$ cat config.mk
export PLATFORM = sky130hd
export DESIGN_NAME = btn_event_filter
export DESIGN_NICKNAME = d
export VERILOG_FILES = /design/src/rtl/btn_event_pkg.sv /design/src/rtl/btn_sync_chain.sv /design/src/rtl/btn_stable_count.sv /design/src/rtl/btn_edge_pick.sv /design/src/rtl/btn_event_filter.sv
export SDC_FILE = /design/constraint.sdc
export NUM_CORES = 1
export LEC_CHECK = 0
export BUFFER_PORTS_ARGS = -buffer_cell sky130_fd_sc_hd__buf_2
export CAP_MARGIN = 20
export CORE_ASPECT_RATIO = 0.5
export CORE_MARGIN = 2
export CORE_UTILIZATION = 45
export CTS_CLUSTER_DIAMETER = 60
export DETAILED_ROUTE_END_ITERATION = 6
export PLACE_DENSITY = 0.74
export SYNTH_ARGS = -nofsm -noshare
export SYNTH_HDL_FRONTEND = slang
export SYNTH_HIERARCHICAL = 1
export SYNTH_SLANG_ARGS = --single-unit
$ cat constraint.sdc
create_clock -name clk -period 6.7 [get_ports clk]
set_clock_uncertainty 0.05 [all_clocks]
set_input_delay 0.67 -clock clk [delete_from_list [all_inputs] [get_ports clk]]
set_output_delay 0.67 -clock clk [all_outputs]
set_load 0.03 [all_outputs]
$ cat src/rtl/btn_event_pkg.sv
`timescale 1ns/1ps
package btn_event_pkg;

   typedef enum logic [1:0] {
      EDGE_PRESS   = 2'b00,
      EDGE_RELEASE = 2'b01,
      EDGE_BOTH    = 2'b10,
      EDGE_RSVD    = 2'b11
   } edge_sel_e;

   function automatic longint unsigned interval_cycles(longint unsigned clk_hz,
                                                       longint unsigned bounce_ms);
      return (clk_hz * bounce_ms) / 64'd1000;
   endfunction

endpackage

$ cat src/rtl/btn_sync_chain.sv
`timescale 1ns/1ps
module btn_sync_chain #(
   parameter int STAGES = 2
) (
   input  logic clk,
   input  logic arst,
   input  logic d_async,
   output logic q_sync
);
   logic [STAGES-1:0] stage_q;

   always_ff @(posedge clk or posedge arst) begin
      if (arst) stage_q <= '0;
      else      stage_q <= {stage_q[STAGES-2:0], d_async};
   end

   assign q_sync = stage_q[STAGES-1];
endmodule

$ cat src/rtl/btn_stable_count.sv
`timescale 1ns/1ps
module btn_stable_count #(
   parameter longint unsigned LIMIT = 1000,
   parameter int              CNT_W = 10
) (
   input  logic clk,
   input  logic arst,
   input  logic pressed,
   output logic at_limit
);
   localparam logic [CNT_W-1:0] LIM = CNT_W'(LIMIT);

   logic [CNT_W-1:0] cnt_q;

   assign at_limit = (cnt_q == LIM);

   always_ff @(posedge clk or posedge arst) begin
      if (arst)           cnt_q <= '0;
      else if (!pressed)  cnt_q <= '0;
      else if (!at_limit) cnt_q <= cnt_q + 1'b1;
   end
endmodule

$ cat src/rtl/btn_edge_pick.sv
`timescale 1ns/1ps
module btn_edge_pick
   import btn_event_pkg::*;
(
   input  logic       clk,
   input  logic       arst,
   input  logic       level,
   input  logic [1:0] sel,
   output logic       pulse
);
   logic level_d;
   logic went_up, went_down;

   always_ff @(posedge clk or posedge arst) begin
      if (arst) level_d <= 1'b0;
      else      level_d <= level;
   end

   assign went_up   = level & ~level_d;
   assign went_down = ~level & level_d;

   always_comb begin
      case (edge_sel_e'(sel))
         EDGE_RELEASE: pulse = went_down;
         EDGE_BOTH:    pulse = went_up ^ went_down;
         default:      pulse = went_up;
      endcase
   end
endmodule

$ cat src/rtl/btn_event_filter.sv
`timescale 1ns/1ps
module btn_event_filter
   import btn_event_pkg::*;
#(
   parameter longint unsigned CLK_HZ      = 50_000_000,
   parameter longint unsigned BOUNCE_MS   = 20,
   parameter int              SYNC_STAGES = 2
) (
   input  logic       clk,
   input  logic       arst,
   input  logic       btn_raw,
   input  logic [1:0] edge_sel,
   output logic       btn_level,
   output logic       btn_event
);
   localparam longint unsigned DEBOUNCE_CYCLES = interval_cycles(CLK_HZ, BOUNCE_MS);
   localparam int              CNT_W           = $clog2(DEBOUNCE_CYCLES + 1);

   generate
      if (DEBOUNCE_CYCLES < 2) begin : g_bad_interval
         $error("btn_event_filter: debounce interval below 2 cycles");
      end
      if (SYNC_STAGES < 2) begin : g_bad_sync
         $error("btn_event_filter: synchronizer needs at least 2 stages");
      end
   endgenerate

   logic btn_sync;

   btn_sync_chain #(.STAGES(SYNC_STAGES)) u_sync (
      .clk     (clk),
      .arst    (arst),
      .d_async (btn_raw),
      .q_sync  (btn_sync)
   );

   btn_stable_count #(.LIMIT(DEBOUNCE_CYCLES), .CNT_W(CNT_W)) u_count (
      .clk      (clk),
      .arst     (arst),
      .pressed  (btn_sync),
      .at_limit (btn_level)
   );

   btn_edge_pick u_edge (
      .clk   (clk),
      .arst  (arst),
      .level (btn_level),
      .sel   (edge_sel),
      .pulse (btn_event)
   );
endmodule

==> Word-level counts from Yosys, hierarchy flattened <==
Cells that the tools add are included.
{ "word_totals": {"register_bits": 23, "latchBits": 0, "ramBits": 0, "mem_bits_ro": 0, "input_bits": 5, "out_inout_bits": 2, "wordCells": 16, "memories": 0} }
{ "op_classes": {"addsub": 1, "mul": 0, "n_div": 0, "n_lt_le_gt_ge": 0, "eq_ne": 4, "shift": 0, "muxes": 3, "bitwise_logic": 5, "n_reduce_logical": 0} }
{ "ops": {"columns": ["cell", "count"], "rows": [
  ["20-bit two-way mux", 2],
  ["20-bit by 1-bit adder with 20-bit output (second input constant)", 1],
  ["20-bit == test (second input constant)", 1],
  ["1-bit AND", 2],
  ["2-bit by 1-bit == test with 1-bit output (second input constant)", 1],
  ["2-bit == test (second input constant)", 1],
  ["2-bit inequality test (second input constant)", 1],
  ["1-bit inverter", 2],
  ["1-bit one-hot mux with 2 select lines", 1],
  ["1-bit XOR", 1]
]} }

==> Depth between registers and ports, before layout <==
{ "logic_depth": {"depth_word": 5, "ltp_mapped": 8, "depth_no_buf": 8} }

==> By module <==
The synthesis kept the hierarchy.
{ "by_module_without_submodules": {"columns": ["module", "instances", "cells_per_inst", "area_each_um2", "seq_area_each_um2"], "rows": [
  ["btn_stable_count", 1, 120, 1122.3, 500.5],
  ["btn_edge_pick", 1, 15, 120.1, 25.0],
  ["btn_sync_chain", 1, 3, 53.8, 50.0]
]} }

==> Worst setup path before layout <==
Ideal clock, no wire load.
{ "synth_path": {"path_kind": "flip-flop to output port", "start": "register u_count.cnt_q[2]", "end": "output port btn_event", "t_arrival_ns": 2.681, "required_ns": 5.980, "setup_slack_ns": 3.299, "stages_incl_launch_ff": 7, "n_path_buf": 0, "cell_sequence": "dfrtp_1 -> or4_4 -> nor4_4 -> inv_1 -> ha_1 -> nand2b_1 -> a31oi_1"} }
{ "synth_via": {"elab_chain_len": 5, "elab_cells_between_ends": 6, "cone_classes": "1 x eq/ne; 1 x mux; 4 x bitwise"} }
{ "synth_rtl": {"columns": ["item", "line", "source"], "rows": [
  ["from (decl)", "btn_stable_count.sv:13", "logic [CNT_W-1:0] cnt_q;"],
  ["from (signal assigned)", "btn_stable_count.sv:20", "else if (!at_limit) cnt_q <= cnt_q + 1'b1;"],
  ["20-bit == test *", "btn_stable_count.sv:15", "assign at_limit = (cnt_q == LIM);"],
  ["net btn_level", "btn_event_filter.sv:13", "output logic btn_level,"],
  ["1-bit inverter", "btn_edge_pick.sv:20", "assign went_down = ~level & level_d;"],
  ["1-bit AND", "btn_edge_pick.sv:20", null],
  ["1-bit XOR", "btn_edge_pick.sv:25", "EDGE_BOTH: pulse = went_up ^ went_down;"],
  ["1-bit one-hot mux with 2 select lines *", "btn_edge_pick.sv:23", "case (edge_sel_e'(sel))"],
  ["to (decl)", "btn_event_filter.sv:14", "output logic btn_event"]
]} }
The timed path passes the listed nets; every way through them passes the cells marked *.

==> Final worst setup path <==
{ "layout_path": {"start": "register u_count.cnt_q[2]", "end": "output port btn_event"} }
{ "layout_via": {"elab_chain_len": 5, "elab_cells_between_ends": 6, "cone_classes": "1 x eq/ne; 1 x mux; 4 x bitwise"} }
{ "layout_rtl": {"columns": ["item", "line"], "rows": [
  ["20-bit == test *", "btn_stable_count.sv:15"],
  ["1-bit inverter", "btn_edge_pick.sv:20"],
  ["1-bit AND", "btn_edge_pick.sv:20"],
  ["1-bit XOR", "btn_edge_pick.sv:25"],
  ["1-bit one-hot mux with 2 select lines *", "btn_edge_pick.sv:23"]
]} }
Mark *: on every way between the ends. The rest lies on a longest branch, timed or not.

==> flow_summary.ini <==
[floorplan]
die_height_um = 41.95
core_area_um2 = 2668
dieArea_um2 = 3352
pin_count = 7
placement_rows = 13
initial_utilization_pct = 48.59
die_width_um = 79.90

[layout]
number_of_antenna_cells_inserted = 0
syn2layout_area_growth_pct = 8.880
drive_gt1_share_pct = 13.01
layout_common_cells = dfrtp_1, inv_1, nor2_1, nand2_1, xnor2_1
nets = 158
final_instance_area_um2 = 1411
layout.cells.most_common = dfrtp_1

[flow_run]
count_of_maximum_capacitance_violations = 0

[synth]
ys_seq_elements = 23
yosys_warnings = 6
postSynthNetCount = 149
netlist_area_um2 = 1296
yosys.cell_types.count = 30
sequential_share_of_the_synthesized_area_pct = 44.40
post_synth_inst_count = 138
syn_avg_cell_area_um2 = 9.393

[drt]
routed_wire_length_per_instance_um = 12.22
postRouteAntennaNets = 0
firstDrtPassIters = 4
vias_per_cell = 5.077
via_count = 929
drtIter0Drc = 43
route.final.wire_length_um = 2237
drcViolationCount = 0

[pwr]
p_int_w = 0.0001875
p_sw_w = 0.00005748
seqPwrFrac_pct = 58.9
ir_worst_vdd_mv = 0.08805
leakage_nw = 0.6094
power.clock.fraction_pct = 35.0
power.share.switching_pct = 23.46
p_per_area_nw_per_um2 = 173.6
part_of_the_total_power_dissipated_in_combinational_logic_pct = 6.1

[global_route]
groute.usage.overall_pct = 14.24
first_global_vias = 832
grt_max_degree = 21
antenna_found_initial = 0
grt_pass1_wl_um = 3670
globalRouteOverflowTotal = 0

[worst_setup_path]
timing.setup.critical_path_class = flop to primary output
critical_path.endpoint_type = primary output
timing.reg2reg.setup_slack_ns = 4.88
cp-start-kind = flop
crit_required_ns = 5.98
timing.critical_path.fanout_max = 7
worst-endpoint-arrival_ns = 2.64

[clock_tree]
cts_tree = done
cts-hold-fix-buffers = 0
cts-htree-levels = 1
cts_clock_pin_slew_for_the_worst_setup_and_hold_paths_ns = 0.08
cts_post_setup_buffers_inserted = 0
numCtsBuffers = 3
numClockSinks = 23
insertion_delay_ns = 0.27
buffer_depth_of_the_longest_clock_path = 2
cts.repair.resized = 0
cts-root-buf = clkbuf_8

[sta]
final.setup.worst_slack_ns = 3.342
rsz0062_at_grt = no
slew_headroom_pct = 50.72
timing_worst_slew_pin_value_ns = 0.7384
period_needed_ns = 3.358
max_clock_freq_mhz = 297.8
final_max_slew_viol_count = 0
finalSetupTns_ns = 0
final_setup_viols = 0
timing.final.crit_share_pct = 50.13
timing.final.hold_violations = 0

[status]
status = complete, no violations

[min_path]
holdCritPathClass = input pin to asynchronous set/reset pin

[placement]
port_buffers = 6
dp_slack_ns = 3.620
globalplace.congestion = 0.8533
detailedPlacementHpwl_um = 1684
postPlaceCellArea_um2 = 1365
[area by class of cell]
cell class / count / area (um^2)
clock buffer: 3 / 41.29
clock inverter: 1 / 5.005
fill: 240 / 1256
inverter: 18 / 67.56
multi-input combinational: 95 / 645.6
sequential: 23 / 575.6
tap: 37 / 46.29
timing repair buffer: 6 / 30.03
[state kept, by name, summed over array words and instances, names as in the netlist]
signal and cells:
u_edge/level_d 1, u_sync/stage_q 2, u_count/cnt_q 20
[power groups by stage]
stage	Sequential (W)	Combinational (W)	Clock, W
5_1_grt	0.000145	0.0000172	0.0000948
4_1_cts	0.000144	0.0000152	0.0000892
6_report	0.000144	0.0000149	0.0000859
2_1_floorplan	0.000146	0.0000118	0
3_5_place_dp	0.000147	0.0000151	0
3_3_place_gp	0.000147	0.0000148	0
[final timing paths]
| kind | from | endpoint | cells past startpoint |
|---|---|---|---|
| max reg2reg | u_count/cnt_q[2]$_DFFE_PP0P_ | u_count/cnt_q[0]$_DFFE_PP0P_ | 3 |
| min reg2reg | u_sync/stage_q[0]$_DFF_PP0_ | u_sync/stage_q[1]$_DFF_PP0_ | 0 |
| max | u_count/cnt_q[2]$_DFFE_PP0P_ | btn_event | 7 |
| max in group asynchronous | arst | u_count/cnt_q[11]$_DFFE_PP0P_ | 2 |
| min | arst | u_edge/level_d$_DFF_PP0_ | 2 |
| min in group clk | u_sync/stage_q[0]$_DFF_PP0_ | u_sync/stage_q[1]$_DFF_PP0_ | 0 |
[worst max-delay path, cell delays in order (launching register included)]
cell,delay [ns]
dfrtp_1,0.45
or4_4,0.57
nor4_4,0.43
inv_1,0.11
ha_1,0.31
nand2b_1,0.14
a31oi_1,0.14
buf_2,0.21
[Yosys cell counts]
master / count / share of area, %
nor2_1: 15 / 4.3
ha_1: 6 / 5.8
xnor2_1: 9 / 6.1
nand3b_1: 2 / 1.2
or4_4: 1 / 0.87
and2_1: 1 / 0.48
inv_1: 18 / 5.2
and3_1: 1 / 0.48
xor2_1: 3 / 2.0
a31oi_1: 1 / 0.48
nand4_1: 5 / 2.4
dfrtp_1: 23 / 44
a21oi_1: 2 / 0.77
a31o_2: 2 / 1.4
nor2b_1: 1 / 0.48
and3_2: 1 / 0.58
nand2b_1: 2 / 0.97
o21ai_1: 1 / 0.39
or4_1: 1 / 0.58
mux2i_1: 5 / 3.9
nor4b_2: 1 / 1.2
clkbuf_1: 2 / 0.58
nand3_1: 6 / 2.3
nor4_4: 1 / 1.6
nand4_2: 2 / 1.9
nor3_1: 6 / 2.3
nor3b_1: 1 / 0.58
nor4_1: 3 / 1.4
nand2_1: 15 / 4.3
nor4_2: 1 / 0.97
[per-layer routing]
metal  GRT usage (%)  routed length, um  vias up
met5               0                  0        -
met4           3.051                 12        0
met3           5.217                 94        2
met2           22.67                993       13
met1           18.71               1136      438
li1                -                  -      476
[cells by family after synthesis]
| logic type | synth area share, % |
|---|---|
| simple gates | 29.05 |
| fa+ha+maj | 5.791 |
| flops | 44.40 |
| mux | 3.861 |
| xor+xnor | 8.109 |
| buf+inv | 5.791 |
| compound gates | 2.992 |
[stage by stage]
stage	total power (W)	std cells	hold WS [ns]	utilization (%)
after floorplan	0.0001573	138	0.2812	-
after global placement	0.0001619	179	0.2881	51.17
after detailed placement	0.0001622	179	0.2979	51.17
after CTS	0.0002487	183	0.1836	52.91
after global routing	0.0002568	183	0.1866	52.91
final	0.0002450	183	0.1901	52.91
Note: power is estimated with default switching activity, not from simulation.
